$ cat src/rtl/bta_pkg.sv
package bta_pkg;
   typedef enum logic [1:0] {
      M_CORE     = 2'd0,
      M_DMA      = 2'd1,
      M_HOSTPORT = 2'd2,
      M_EXTMAST  = 2'd3
   } master_e;
endpackage

$ cat src/rtl/bta_rr_pick.sv
module bta_rr_pick #(
   parameter int N_MASTERS = 4,
   parameter int IDX_W     = 2
) (
   input  logic [N_MASTERS-1:0] req,
   input  logic [IDX_W-1:0]     last,
   output logic [N_MASTERS-1:0] pick_oh,
   output logic [IDX_W-1:0]     pick_idx,
   output logic                 any
);
   always_comb begin
      pick_oh  = '0;
      pick_idx = last;
      any      = 1'b0;
      for (int k = 1; k <= N_MASTERS; k++) begin
         logic [IDX_W-1:0] cand;
         cand = IDX_W'((int'(last) + k) % N_MASTERS);
         if (!any && req[cand]) begin
            any           = 1'b1;
            pick_oh[cand] = 1'b1;
            pick_idx      = cand;
         end
      end
   end
endmodule

$ cat src/rtl/bta_beat_counter.sv
module bta_beat_counter #(
   parameter int BEAT_LIMIT = 4,
   parameter int CNT_W      = 2
) (
   input  logic             clk,
   input  logic             rst,
   input  logic             start,
   input  logic             hit,
   output logic [CNT_W-1:0] cnt,
   output logic             at_limit
);
   localparam logic [CNT_W-1:0] LAST = CNT_W'(BEAT_LIMIT - 1);

   assign at_limit = hit && (cnt == LAST);

   always_ff @(posedge clk) begin
      if (rst)        cnt <= '0;
      else if (start) cnt <= '0;
      else if (hit)   cnt <= cnt + 1'b1;
   end
endmodule

$ cat src/rtl/bta_switch_stall.sv
module bta_switch_stall #(
   parameter int CH_W      = 3,
   parameter int STALL_CYC = 13
) (
   input  logic            clk,
   input  logic            rst,
   input  logic            dma_grant,
   input  logic            dma_lose,
   input  logic [CH_W-1:0] chan,
   output logic            stall
);
   generate
      if (STALL_CYC == 0) begin : g_nostall
         logic unused_in;
         assign unused_in = ^{clk, rst, dma_grant, dma_lose, chan};
         assign stall     = 1'b0;
      end else begin : g_stall
         localparam int SC_W = $clog2(STALL_CYC + 1);
         logic [SC_W-1:0] left;
         logic [CH_W-1:0] prev_chan;
         logic            seen;

         always_ff @(posedge clk) begin
            if (rst) begin
               left      <= '0;
               prev_chan <= '0;
               seen      <= 1'b0;
            end else if (dma_grant) begin
               seen      <= 1'b1;
               prev_chan <= chan;
               left      <= (seen && chan != prev_chan) ? SC_W'(STALL_CYC) : '0;
            end else if (dma_lose) begin
               left <= '0;
            end else if (left != '0) begin
               left <= left - 1'b1;
            end
         end
         assign stall = (left != '0);
      end
   endgenerate
endmodule

$ cat src/rtl/bus_tenure_arbiter.sv
module bus_tenure_arbiter #(
   parameter int N_MASTERS  = 4,
   parameter int BEAT_LIMIT = 4,
   parameter int STALL_CYC  = 13,
   parameter int CH_W       = 3,
   parameter int DMA_IDX    = int'(bta_pkg::M_DMA),
   parameter int CNT_W      = (BEAT_LIMIT > 1) ? $clog2(BEAT_LIMIT) : 1
) (
   input  logic                 clk,
   input  logic                 rst,
   input  logic [N_MASTERS-1:0] req,
   input  logic [N_MASTERS-1:0] beat,
   input  logic [CH_W-1:0]      dma_chan,
   output logic [N_MASTERS-1:0] gnt,
   output logic                 stall,
   output logic [CNT_W-1:0]     beat_cnt
);
   localparam int IDX_W = (N_MASTERS > 1) ? $clog2(N_MASTERS) : 1;

   generate
      if (N_MASTERS < 2) begin : g_chk_n
         $error("bus_tenure_arbiter: N_MASTERS must be at least 2");
      end
      if (BEAT_LIMIT < 1) begin : g_chk_lim
         $error("bus_tenure_arbiter: BEAT_LIMIT must be at least 1");
      end
      if (DMA_IDX < 0 || DMA_IDX >= N_MASTERS) begin : g_chk_dma
         $error("bus_tenure_arbiter: DMA_IDX out of range");
      end
      if (CH_W < 1) begin : g_chk_ch
         $error("bus_tenure_arbiter: CH_W must be at least 1");
      end
   endgenerate

   logic [N_MASTERS-1:0] gnt_q;
   logic [IDX_W-1:0]     last_q;
   logic [N_MASTERS-1:0] pick_oh;
   logic [IDX_W-1:0]     pick_idx;
   logic                 pick_any;
   logic                 owner_req;
   logic                 beat_hit;
   logic                 at_limit;
   logic                 handover;
   logic                 stall_w;

   assign owner_req = |(gnt_q & req);
   assign beat_hit  = |(gnt_q & beat) && !stall_w;
   assign handover  = !owner_req || at_limit;

   bta_rr_pick #(.N_MASTERS(N_MASTERS), .IDX_W(IDX_W)) u_pick (
      .req      (req),
      .last     (last_q),
      .pick_oh  (pick_oh),
      .pick_idx (pick_idx),
      .any      (pick_any)
   );

   bta_beat_counter #(.BEAT_LIMIT(BEAT_LIMIT), .CNT_W(CNT_W)) u_cnt (
      .clk      (clk),
      .rst      (rst),
      .start    (handover),
      .hit      (beat_hit),
      .cnt      (beat_cnt),
      .at_limit (at_limit)
   );

   bta_switch_stall #(.CH_W(CH_W), .STALL_CYC(STALL_CYC)) u_stall (
      .clk       (clk),
      .rst       (rst),
      .dma_grant (handover && pick_oh[DMA_IDX]),
      .dma_lose  (handover && !pick_oh[DMA_IDX]),
      .chan      (dma_chan),
      .stall     (stall_w)
   );

   always_ff @(posedge clk) begin
      if (rst) begin
         gnt_q  <= '0;
         last_q <= IDX_W'(N_MASTERS - 1);
      end else if (handover) begin
         gnt_q <= pick_oh;
         if (pick_any) last_q <= pick_idx;
      end
   end

   assign gnt   = gnt_q;
   assign stall = stall_w;
endmodule

$ cat config.mk
export PLATFORM = sky130hd
export DESIGN_NAME = bus_tenure_arbiter
export DESIGN_NICKNAME = d
export VERILOG_FILES = /design/src/rtl/bta_pkg.sv /design/src/rtl/bta_rr_pick.sv /design/src/rtl/bta_beat_counter.sv /design/src/rtl/bta_switch_stall.sv /design/src/rtl/bus_tenure_arbiter.sv
export SDC_FILE = /design/constraint.sdc
export NUM_CORES = 1
export LEC_CHECK = 0
export CAP_MARGIN = 0
export CORE_ASPECT_RATIO = 0.7
export CORE_MARGIN = 2
export CORE_UTILIZATION = 40
export CTS_BUF_LIST = sky130_fd_sc_hd__clkbuf_8
export DETAILED_ROUTE_END_ITERATION = 6
export PLACE_DENSITY = 0.71
export SLEW_MARGIN = 20
export SYNTH_ARGS = -nofsm -noshare
export SYNTH_HDL_FRONTEND = slang
export SYNTH_SLANG_ARGS = --single-unit
$ cat constraint.sdc
create_clock -name clk -period 3.9 [get_ports clk]
set_input_delay 0.39 -clock clk [delete_from_list [all_inputs] [get_ports clk]]
set_output_delay 0.39 -clock clk [all_outputs]
set_load 0.01 [all_outputs]
==> flow_metrics.py <==
metrics = {
    "run_status": {
        "status": "finished clean",
    },
    "timing": {
        "fin_crit_sh_pct": 81.7,
        "fin_skew_ps": 3.17,
        "min_period_ps": 3180,
        "hold_viol": 0,
        "hold_ws_ps": 451,
        "relSlewSlack_pct": 52.3,
        "rsz0062_at_grt": "false",
        "setup_tns_ps": 0,
        "fmax_mhz": 314,
        "setup_viol": 0,
        "tightest_slew_ps": 715,
        "slew_viol_final": 0,
    },
    "finish": {
        "fin_nets": 179,
        "final_common_cell": "clkdlybuf4s50_1",
        "fill_cells": 285,
        "area_growth_pct": 18.3,
        "fin_cells": 191,
        "drive_above_1_share_pct": 9.15,
        "multi_input_area_um2": 896,
        "final-seq-area_um2": 320,
        "antennaDiodeCount": 0,
        "final_cell_area_um2": 1530,
        "layout_common_cells": "clkdlybuf4s50_1, dfxtp_1, nand2_1",
    },
    "synth": {
        "yosysWarnings": 0,
        "ys_seq_elements": 16,
        "yosysUniqueCellTypes": 49,
        "syn_nets": 164,
        "yosysTopAreaCell": "dfxtp_1",
        "synth_top_area_share_pct": 24.8,
        "synth_ff_type": "dfxtp_1",
        "synth_area_leaders": "dfxtp_1, ha_1, mux2i_1, mux4_2, nand2_1",
        "async_flop_share_pct": 0,
        "synth-seq-area-share_pct": 24.8,
        "syn_inst": 140,
        "syn_area_um2": 1290,
        "synth.avg_cell_area_um2": 9.23,
        "synth_edf_count": 0,
    },
    "routing": {
        "vias_per_cell": 5.92,
        "drt_drc_violations_left": 0,
        "antenna_left": 0,
        "wl_per_cell_um": 15.0,
        "dr.pass1.iters": 4,
        "drtIter0Drc": 71,
        "num_vias": 1130,
        "wl_um": 2860,
    },
    "critical_path": {
        "crit_start": "last_q[0]",
        "crit_required_ps": 4080,
        "slowest_delay_ps": 780,
        "endpoint_kind": "flip-flop",
        "arrival_ps": 3360,
        "crit_type": "flip-flop to flip-flop",
        "reg2reg_from": "last_q[0]",
        "path_cells": "inv_1, ha_1, mux4_2, a31oi_1, o211ai_1, a32oi_4, mux2i_1",
        "slowest_stage": "dfxtp_1",
        "critPathLaunchType": "flip-flop",
        "worstPathMaxFanout": 19,
    },
    "clocking": {
        "cts_root_buf": "clkbuf_8",
        "htreeDepth": 1,
        "cts_tree": "done",
        "cts_hold_buffers": 0,
        "postCtsSetupBuffers": 0,
        "cts_buffers": 3,
        "clk_latency_ps": 250,
        "cts.repair.resized": 0,
        "clk_transition_reported_paths_ps": 60,
        "numClockSinks": 16,
        "cts.path.max_buffers": 2,
    },
    "grt": {
        "grt_max_degree": 20,
        "grt_usage_pct": 16.5,
        "grt_pass1_wl_um": 4750,
        "grt_pass1_vias": 1057,
        "antenna_found_initial": 0,
        "gr-total-overflow": 0,
    },
    "power": {
        "total_power_mw": 1.13,
        "ir_drop_v": 0.000265,
        "power.leakage_nw": 0.583,
        "power.density_nw_per_um2": 741,
    },
    "die": {
        "num_rows": 17,
        "io_pins": 20,
        "initial_utilization_pct": 41.3,
        "core_area_um2": 3130,
        "die_h_um": 51.6,
        "die_width_um": 71.9,
        "dieArea_um2": 3710,
    },
    "min_path": {
        "min_path_type": "flip-flop to flip-flop",
        "hold_start": "u_stall.g_stall.seen",
    },
    "job": {
        "max_cap_violations": 0,
    },
    "place": {
        "hpwlAfterDp_um": 2130,
        "globalplace.congestion": 0.907,
        "dpl_cell_area_um2": 1490,
        "portBuffers": 19,
        "dp.cells": 188,
    },
}
==> per-layer routing <==
layer  wire length, µm  up-vias  global-route usage, %
li1                  -      553                      -
met1              1370      533                   20.7
met2              1300       38                   27.3
met3               149        6                   4.65
met4                40        0                   5.66
met5                 0        -                      0
==> cells by family after synthesis <==
kind of cell | count (synthesis) | share of synthesized area [%]
adders and majority gates | 11 | 10.6
and+or+nand+nor | 40 | 16.2
AOI/OAI and AO/OA | 37 | 25.7
xor gates and xnor gates | 6 | 4.07
muxes | 12 | 12.8
buffers and inverters | 18 | 5.90
DFF | 16 | 24.8
==> Yosys cell counts, types with 2 or more instances <==
library cell / count
mux4_2: 2
o21ai_0: 2
clkbuf_1: 4
o21ai_1: 2
a222oi_1: 3
nor2_1: 9
mux2i_1: 6
nand2_1: 12
nand4_1: 2
a21oi_1: 7
mux2_2: 3
ha_1: 11
inv_1: 8
or3b_1: 2
a22oi_1: 4
a211oi_1: 3
nor3_1: 5
nand3_1: 2
buf_2: 4
dfxtp_1: 16
xor2_1: 5
==> report_power, final <==
group / total [mW] / switching, mW / internal (mW)
Combinational: 0.710 / 0.385 / 0.325
Clock: 0.122 / 0.0538 / 0.0685
Sequential: 0.301 / 0.0781 / 0.222
Total: 1.13 / 0.517 / 0.615
==> registers in the layout, summed over array words and instances, names as in the netlist <==
register	count
u_stall.g_stall.prev_chan	3
u_stall.g_stall.left	4
u_cnt.cnt	2
last_q	2
gnt	4
u_stall.g_stall.seen	1
==> worst max-delay path: cells and delay by family (launching register included) <==
kind,cells,cell delay [ps]
adders and majority gates,1,490
muxes,2,890
buffers and inverters,1,220
AOI/OAI and AO/OA,3,720
DFF,1,780
==> final timing paths <==
path | cells after the start | slack, ps | endpoint
max | 7 | 720 | u_stall.g_stall.prev_chan[1]
min | 2 | 450 | u_stall.g_stall.seen
max reg2reg | 7 | 720 | u_stall.g_stall.prev_chan[1]
min reg2reg | 2 | 450 | u_stall.g_stall.seen
==> layout make-up <==
| class | count | share of cell area, % |
|---|---|---|
| multi-input cells | 106 | 58.6 |
| inverters | 9 | 2.21 |
| clock buffers | 3 | 2.70 |
| flip-flops and latches | 16 | 20.9 |
| repair buffers | 19 | 12.4 |
| well taps | 38 | 3.11 |
==> through the flow <==
stage / util, % / worst slack (ps)
global placement: 47.6 / 932
floorplan: - / 1220
finish: 48.9 / 715
CTS: 48.9 / 728
global route: 48.9 / 507
detailed placement: 47.6 / 752
(Power assumes the default switching activity.)
